File: config.mk
export PLATFORM = sky130hd
export DESIGN_NAME = trk_seq_ctrl
export DESIGN_NICKNAME = d
export VERILOG_FILES = /design/src/rtl/trk_seq_pkg.sv /design/src/rtl/trk_mofn.sv /design/src/rtl/trk_jump_gate.sv /design/src/rtl/trk_seq_ctrl.sv
export SDC_FILE = /design/constraint.sdc
export NUM_CORES = 1
export LEC_CHECK = 0
export BUFFER_PORTS_ARGS = -buffer_cell sky130_fd_sc_hd__buf_2
export CAP_MARGIN = 25
export CORE_MARGIN = 2
export CORE_UTILIZATION = 27
export DETAILED_ROUTE_END_ITERATION = 12
export SLEW_MARGIN = 20
export SYNTH_ARGS = -nofsm -noshare
export SYNTH_HDL_FRONTEND = slang
export SYNTH_HIERARCHICAL = 1
export SYNTH_SLANG_ARGS = --single-unit
File: constraint.sdc
create_clock -name clk -period 5.61 [get_ports clk]
set_input_delay 1.122 -clock clk [delete_from_list [all_inputs] [get_ports clk]]
set_output_delay 1.122 -clock clk [all_outputs]
set_load 0.02 [all_outputs]
File: src/rtl/trk_seq_pkg.sv
package trk_seq_pkg;

  typedef enum logic [2:0] {
    PH_START = 3'd0,
    PH_SEARCH = 3'd1,
    PH_CONFIRM = 3'd2,
    PH_PULL = 3'd3,
    PH_TRACK = 3'd4
  } phase_e;

  localparam logic [3:0] CODE_START = 4'd0;
  localparam logic [3:0] CODE_SEARCH = 4'd1;
  localparam logic [3:0] CODE_CONFIRM = 4'd3;
  localparam logic [3:0] CODE_PULL = 4'd8;
  localparam logic [3:0] CODE_TRACK = 4'd9;
  localparam logic [3:0] CODE_TRACK_HOLD = 4'd10;

  localparam logic [1:0] LOOP_OFF = 2'd0;
  localparam logic [1:0] LOOP_PULL = 2'd1;
  localparam logic [1:0] LOOP_TRACK = 2'd2;

  function automatic logic [3:0] phase_code(phase_e ph, logic blocked);
    case (ph)
      PH_SEARCH: phase_code = CODE_SEARCH;
      PH_CONFIRM: phase_code = CODE_CONFIRM;
      PH_PULL: phase_code = CODE_PULL;
      PH_TRACK: phase_code = blocked ? CODE_TRACK_HOLD : CODE_TRACK;
      default: phase_code = CODE_START;
    endcase
  endfunction

  function automatic logic [1:0] loop_sel(phase_e ph);
    case (ph)
      PH_PULL: loop_sel = LOOP_PULL;
      PH_TRACK: loop_sel = LOOP_TRACK;
      default: loop_sel = LOOP_OFF;
    endcase
  endfunction

endpackage

File: src/rtl/trk_mofn.sv
module trk_mofn #(
  parameter int CNT_W = 6
) (
  input  logic             clk,
  input  logic             rst,
  input  logic             clear,
  input  logic             trial,
  input  logic             hit,
  input  logic [CNT_W-1:0] m_req,
  input  logic [CNT_W-1:0] n_lim,
  output logic             pass,
  output logic             fail
);
  localparam int EW = CNT_W + 1;

  logic [EW-1:0] hits_q, trials_q;
  logic [EW-1:0] hits_nx, trials_nx;

  always_comb begin
    hits_nx = hits_q + {{(EW-1){1'b0}}, hit};
    trials_nx = trials_q + {{(EW-1){1'b0}}, 1'b1};
    pass = trial && (hits_nx >= {1'b0, m_req});
    fail = trial && !pass && (trials_nx >= {1'b0, n_lim});
  end

  always_ff @(posedge clk) begin
    if (rst || clear) begin
      hits_q <= '0;
      trials_q <= '0;
    end else if (trial) begin
      hits_q <= hits_nx;
      trials_q <= trials_nx;
    end
  end

endmodule

File: src/rtl/trk_jump_gate.sv
module trk_jump_gate #(
  parameter int BJ_W = 16,
  parameter int HOLD_W = 8
) (
  input  logic              clk,
  input  logic              rst,
  input  logic              arm,
  input  logic              eval,
  input  logic [BJ_W-1:0]   metric,
  input  logic [BJ_W-1:0]   thr,
  input  logic [HOLD_W-1:0] hold_len,
  output logic              fire,
  output logic              back,
  output logic              blocked_nx
);
  logic [HOLD_W-1:0] cnt_q, cnt_d;
  logic [BJ_W-1:0] mag;
  logic blocked;

  always_comb begin
    mag = metric[BJ_W-1] ? (~metric + {{(BJ_W-1){1'b0}}, 1'b1}) : metric;
    blocked = (cnt_q != '0);
    fire = eval && !blocked && (mag > thr);
    back = metric[BJ_W-1];
    if (arm) cnt_d = '0;
    else if (fire) cnt_d = hold_len;
    else if (eval && blocked) cnt_d = cnt_q - {{(HOLD_W-1){1'b0}}, 1'b1};
    else cnt_d = cnt_q;
    blocked_nx = (cnt_d != '0);
  end

  always_ff @(posedge clk) begin
    if (rst) cnt_q <= '0;
    else cnt_q <= cnt_d;
  end

endmodule

File: src/rtl/trk_seq_ctrl.sv
module trk_seq_ctrl
  import trk_seq_pkg::*;
#(
  parameter int PW_W = 16,
  parameter int ER_W = 16,
  parameter int BJ_W = 16,
  parameter int CNT_W = 6,
  parameter int HOLD_W = 8
) (
  input  logic              clk,
  input  logic              rst,
  input  logic              meas_valid,
  input  logic [PW_W-1:0]   pwr,
  input  logic [PW_W-1:0]   avg_pwr,
  input  logic [ER_W-1:0]   avg_perr,
  input  logic [BJ_W-1:0]   bj_metric,
  input  logic [PW_W-1:0]   thr_acq,
  input  logic [PW_W-1:0]   thr_trk,
  input  logic [ER_W-1:0]   lim_perr,
  input  logic [BJ_W-1:0]   thr_bj,
  input  logic [CNT_W-1:0]  m_hits,
  input  logic [CNT_W-1:0]  n_trials,
  input  logic [HOLD_W-1:0] holdoff_len,
  output logic              slew_req,
  output logic              fstep_req,
  output logic [1:0]        loop_mode,
  output logic              jump_req,
  output logic              jump_back,
  output logic [3:0]        state_num
);
  phase_e ph_q, ph_d;
  logic slew_d;
  logic conf_clear, conf_trial, conf_pass, conf_fail;
  logic j_arm, j_eval, j_fire, j_back, j_blocked_nx;
  logic above_acq, below_acq, pull_ok;

  assign above_acq = pwr > thr_acq;
  assign below_acq = pwr < thr_acq;
  assign pull_ok = (avg_pwr > thr_trk) && (avg_perr < lim_perr);

  trk_mofn #(.CNT_W(CNT_W)) confirm_i (
    .clk(clk), .rst(rst), .clear(conf_clear), .trial(conf_trial),
    .hit(above_acq), .m_req(m_hits), .n_lim(n_trials),
    .pass(conf_pass), .fail(conf_fail)
  );

  trk_jump_gate #(.BJ_W(BJ_W), .HOLD_W(HOLD_W)) jump_i (
    .clk(clk), .rst(rst), .arm(j_arm), .eval(j_eval), .metric(bj_metric),
    .thr(thr_bj), .hold_len(holdoff_len), .fire(j_fire), .back(j_back),
    .blocked_nx(j_blocked_nx)
  );

  always_comb begin
    ph_d = ph_q;
    slew_d = 1'b0;
    conf_clear = 1'b0;
    conf_trial = 1'b0;
    j_eval = 1'b0;
    j_arm = (ph_q != PH_TRACK);
    case (ph_q)
      PH_START: ph_d = PH_SEARCH;
      PH_SEARCH: begin
        if (meas_valid) begin
          if (above_acq) begin
            ph_d = PH_CONFIRM;
            conf_clear = 1'b1;
          end else begin
            slew_d = 1'b1;
          end
        end
      end
      PH_CONFIRM: begin
        if (meas_valid) begin
          conf_trial = 1'b1;
          if (conf_pass) ph_d = PH_PULL;
          else if (conf_fail) ph_d = PH_SEARCH;
        end
      end
      PH_PULL: begin
        if (meas_valid && pull_ok) ph_d = PH_TRACK;
      end
      PH_TRACK: begin
        if (meas_valid) begin
          if (below_acq) ph_d = PH_SEARCH;
          else j_eval = 1'b1;
        end
      end
      default: ph_d = PH_START;
    endcase
  end

  always_ff @(posedge clk) begin
    if (rst) begin
      ph_q <= PH_START;
      slew_req <= 1'b0;
      fstep_req <= 1'b0;
      loop_mode <= LOOP_OFF;
      jump_req <= 1'b0;
      jump_back <= 1'b0;
      state_num <= CODE_START;
    end else begin
      ph_q <= ph_d;
      slew_req <= slew_d;
      fstep_req <= slew_d;
      loop_mode <= loop_sel(ph_d);
      jump_req <= j_fire;
      if (j_fire) jump_back <= j_back;
      state_num <= phase_code(ph_d, j_blocked_nx);
    end
  end

endmodule

==> run summary <==
In the routed design, unresolved DRC markers number 0. By instance count, the cell type seen most on the critical path is ha_1. Clock tree synthesis inserted a total of 5 buffers. For hold timing, the worst endpoint is confirm_i/hits_q[6]. The Yosys warning count is 6.

The max-slew violation count is 0. The number of standard-cell rows in the floorplan came out at between 40 and 50. The number of hold violations in the final report is 0. The largest area contributor in the netlist is ha_1.

In this run the worst hold path is classified as reg -> reg. The number of nets produced by synthesis came out at roughly 780. The insertion delay of the later-clocked pin in the worst-skew pair is approximately 0.28 ns. The final sum of negative setup slack is 0 ns. The number of top-level pins is roughly 160. The placed wire-length estimate came out at around 9000 µm. The routed wirelength normalized by instance count is 11.6 µm. The arrival time at the worst endpoint came out at 5.20 ns. The leakage component of the power came out at between 2 and 3 nW. The die covers 16300 µm². Once layout is complete, the utilization of the core stands at a little over a third. The number of buffers inserted to repair setup after CTS came out at 0. Timing would allow up to between 150 and 200 MHz. The start of the worst register-to-register path is confirm_i/trials_q[0]. After synthesis, the most frequently instantiated cells are ha_1 (82), inv_1 (82), nand2_1 (49), a21oi_1 (40), nor2_1 (34). In this run the register-to-register setup slack is ~2.4 ns. For this run, the register share of the synthesized area comes to 16.0%. The share of final-layout standard cells stronger than drive strength 1 is approximately 27%. Setup violations remaining at the end of the flow were counted as 0. For this block, the via count after detailed routing is 4111. The launch point of the worst hold path is confirm_i/hits_q[6]. The average instance in the mapped netlist occupies 7.59 µm². TritonCTS built the clock tree. The cell sitting at the root of the clock tree is a clkbuf_16. The predominant post-synthesis flop cell is dfxtp_1.

The number of gates resized after cts is 0. In this run the critical register-to-register path is captured at state_num[0]. The first global-routing pass estimated roughly 17000 µm of wire. The remaining antenna violation count came out at 0. The worst-case clock buffer depth is 2. STA classifies the critical path endpoint as a flip-flop.

Entering global routing, the biggest net connects 18 pins. The total wire length is approximately 10000 µm. Setup repair after global routing left no endpoint under its margin. The clock skew after layout came out at 0.00643 ns. The count of hold-fix buffers inserted at cts came out at 0. The die outline height is between 100 and 150 µm.

The combined global-route utilization of all metal layers is 12.6%. Along the worst path, the maximum fanout reaches 5. The worst-case IR drop observed on VDD is 0.116 mV. The final worst-path setup slack is between 0.5 and 0.6 ns. The summed instance area of the synthesized netlist is between 4000 and 5000 µm². The synthesized netlist cell count is 543. For this design, the slowest cell found on the critical path is a2111oi_1. The number of enable flip-flop cells after synthesis came out at 0. Max-cap violations in this run came to 0. The final weighted congestion of routability-driven global placement is 0.840. The floorplan core area came out at about 15000 µm². The count of TritonRoute iterations in the first routing pass came out at 4. The number of antenna violations at the first check in global routing came to 0. After synthesis the netlist holds a flip-flop and latch count of 33. The initial core utilization came out at 27.4%.

The run finished with clean final reports. In this run, distinct cell masters in the synthesized netlist total 67. After clock tree synthesis, the clock-pin slew on the worst setup and hold paths is 0.05 ns. The starting DRC count in detailed routing is just over 200. After global routing the overflow that remains totals 0. Ranked by total cell area, the synthesized netlist is headed by ha_1 (25%), dfxtp_1 (16%), inv_1 (7.5%). The max-slew headroom at the worst pin is roughly 55%. The slew at the pin closest to its max-slew limit came out at around 0.67 ns. The cell family contributing the most delay on the critical path is compound AO/OA/AOI/OAI gates.

The number of clock sinks is 33. Of all flip-flops after synthesis, the portion carrying an async set or reset was 0%. At the end of the flow, the number of nets in the layout was approximately 930. The width of the die came out at 128 µm. The number of vias per cell after detailed routing came out at between 4 and 5. The number of inserted diodes is 0.

Relative to the synthesized area, the layout overhead comes to 26.9%. The worst setup path is launched from a primary input. The number of global-route vias before repair is 3965. The fraction of the cycle the final worst path needs is 89.9%. The number of buffers and inverters on the critical path is 1. Data on the critical path is required at its endpoint by about 5.8 ns.

The share of the synthesized area in the top cell type came out at approximately 25%. In this design, the stage delay of the slowest critical-path cell is about 0.42 ns. Buffers placed on the I/O ports in this run total 159. The number of stages on the worst hold path came out at 2. For this design the ratio of total power to cell area is ~150 nW/µm².

The maximum level of the CTS H-tree came out at 2. The critical path is of the in -> reg type. Counting cells, the worst reg-to-reg path comes to 14. The critical path goes through buf_2 -> ha_1 -> nor2b_1 -> o211ai_1 -> a2111oi_1 -> nor3b_2 -> nor2_1 -> ha_1 -> ha_1 -> xor2_1 -> ha_1 -> a21o_1 -> a31oi_1 -> o22ai_1 -> o31a_1 -> or2_2 -> a21oi_1 -> o22ai_1 -> a21oi_1 -> nor4_1 -> a311o_1.

The worst path in the final design needs a cycle of approximately 5 ns, including I/O delays and setup. Prior to clock tree synthesis, the placed netlist has a worst setup slack of 0.242 ns.
[metal layers]
metal	GRT usage, %	up-vias	part of all wire [%]
met5	0	-	0
met4	2.65	0	0.99
met3	2.01	8	4.4
met2	22.4	103	47
met1	16.1	1792	47
li1	-	2208	-
[per-stage QoR]
stage	hold WS, ns	area, µm²	cells	total power, mW
floorplan	0.463	4120	543	0.388
global placement	0.488	5070	876	0.484
detailed placement	0.490	5070	876	0.484
CTS	0.498	5230	884	0.772
global route	0.526	5230	884	0.819
finish	0.495	5230	884	0.761
[registers in the layout, summed over array words and instances, names as in the netlist]
register and flops:
jump_i/cnt_q 8, confirm_i/hits_q 7, confirm_i/trials_q 7, ph_q 3, state_num 3, loop_mode 2, fstep_req 1, jump_back 1
jump_req 1
[worst max path at each step]
| stage | startpoint | end | slack [ns] | cells past startpoint |
|---|---|---|---|---|
| 2_1_floorplan | thr_acq[11] | state_num[0] | 0.67 | 21 |
| 3_3_place_gp | thr_acq[7] | state_num[0] | 0.37 | 21 |
| 3_5_place_dp | thr_acq[7] | state_num[0] | 0.24 | 21 |
| 4_1_cts | thr_acq[7] | state_num[0] | 0.52 | 21 |
| 5_1_grt | thr_acq[1] | state_num[0] | 0.17 | 22 |
| 6_report | pwr[1] | state_num[0] | 0.57 | 21 |
[cells in the final DEF, fill, tap and decap left out, types with 7 or more instances in the layout]
cell | Yosys | layout
nand2b_1 | 7 | 7
dfxtp_1 | 33 | 33
xor2_1 | 12 | 12
xnor2_1 | 20 | 20
buf_2 | 1 | 159
ha_1 | 82 | 82
nand4_1 | 21 | 21
nand2_1 | 49 | 49
a21oi_1 | 40 | 40
mux2i_1 | 7 | 7
nor2_1 | 34 | 34
o21ai_0 | 16 | 16
nor2b_1 | 11 | 11
o22ai_1 | 7 | 7
nor4_1 | 7 | 7
nand3_1 | 11 | 11
inv_1 | 82 | 82
[final cells by class]
cell class	count	area (µm²)
fillers	1577	9800
multi-input cells	410	3050
repair buffers	162	818
flip-flops and latches	33	661
inverters	83	312
well taps	188	235
clock buffers	7	153
clock inverters	1	5.00
[cell families (layout without fill, tap and decap cells)]
| family | count (synthesis) | after routing | share of synthesized area [%] |
|---|---|---|---|
| other | 1 | 1 | 0.0910 |
| adder cells (fa/ha/maj) | 82 | 82 | 24.9 |
| buffers and inverters | 100 | 253 | 10.2 |
| AO/OA/AOI/OAI | 115 | 115 | 18.5 |
| flip-flops | 33 | 33 | 16.0 |
| AND/OR/NAND/NOR | 173 | 173 | 21.8 |
| multiplexers | 7 | 7 | 1.70 |
| XOR/XNOR | 32 | 32 | 6.80 |
[report_power, final]
group	switching, mW	internal, mW	total, mW	leakage (nW)
Clock	0.0957	0.188	0.283	0.0799
Sequential	0.00451	0.240	0.244	0.267
Combinational	0.118	0.115	0.233	2.33
Total	0.219	0.542	0.761	2.67
[worst min-delay path: cells and delay by family (launching register included)]
kind,cells,cell delay [ns]
flip-flops,1,0.32
AO/OA/AOI/OAI,2,0.13
Note: power is estimated with default switching activity, not from simulation.
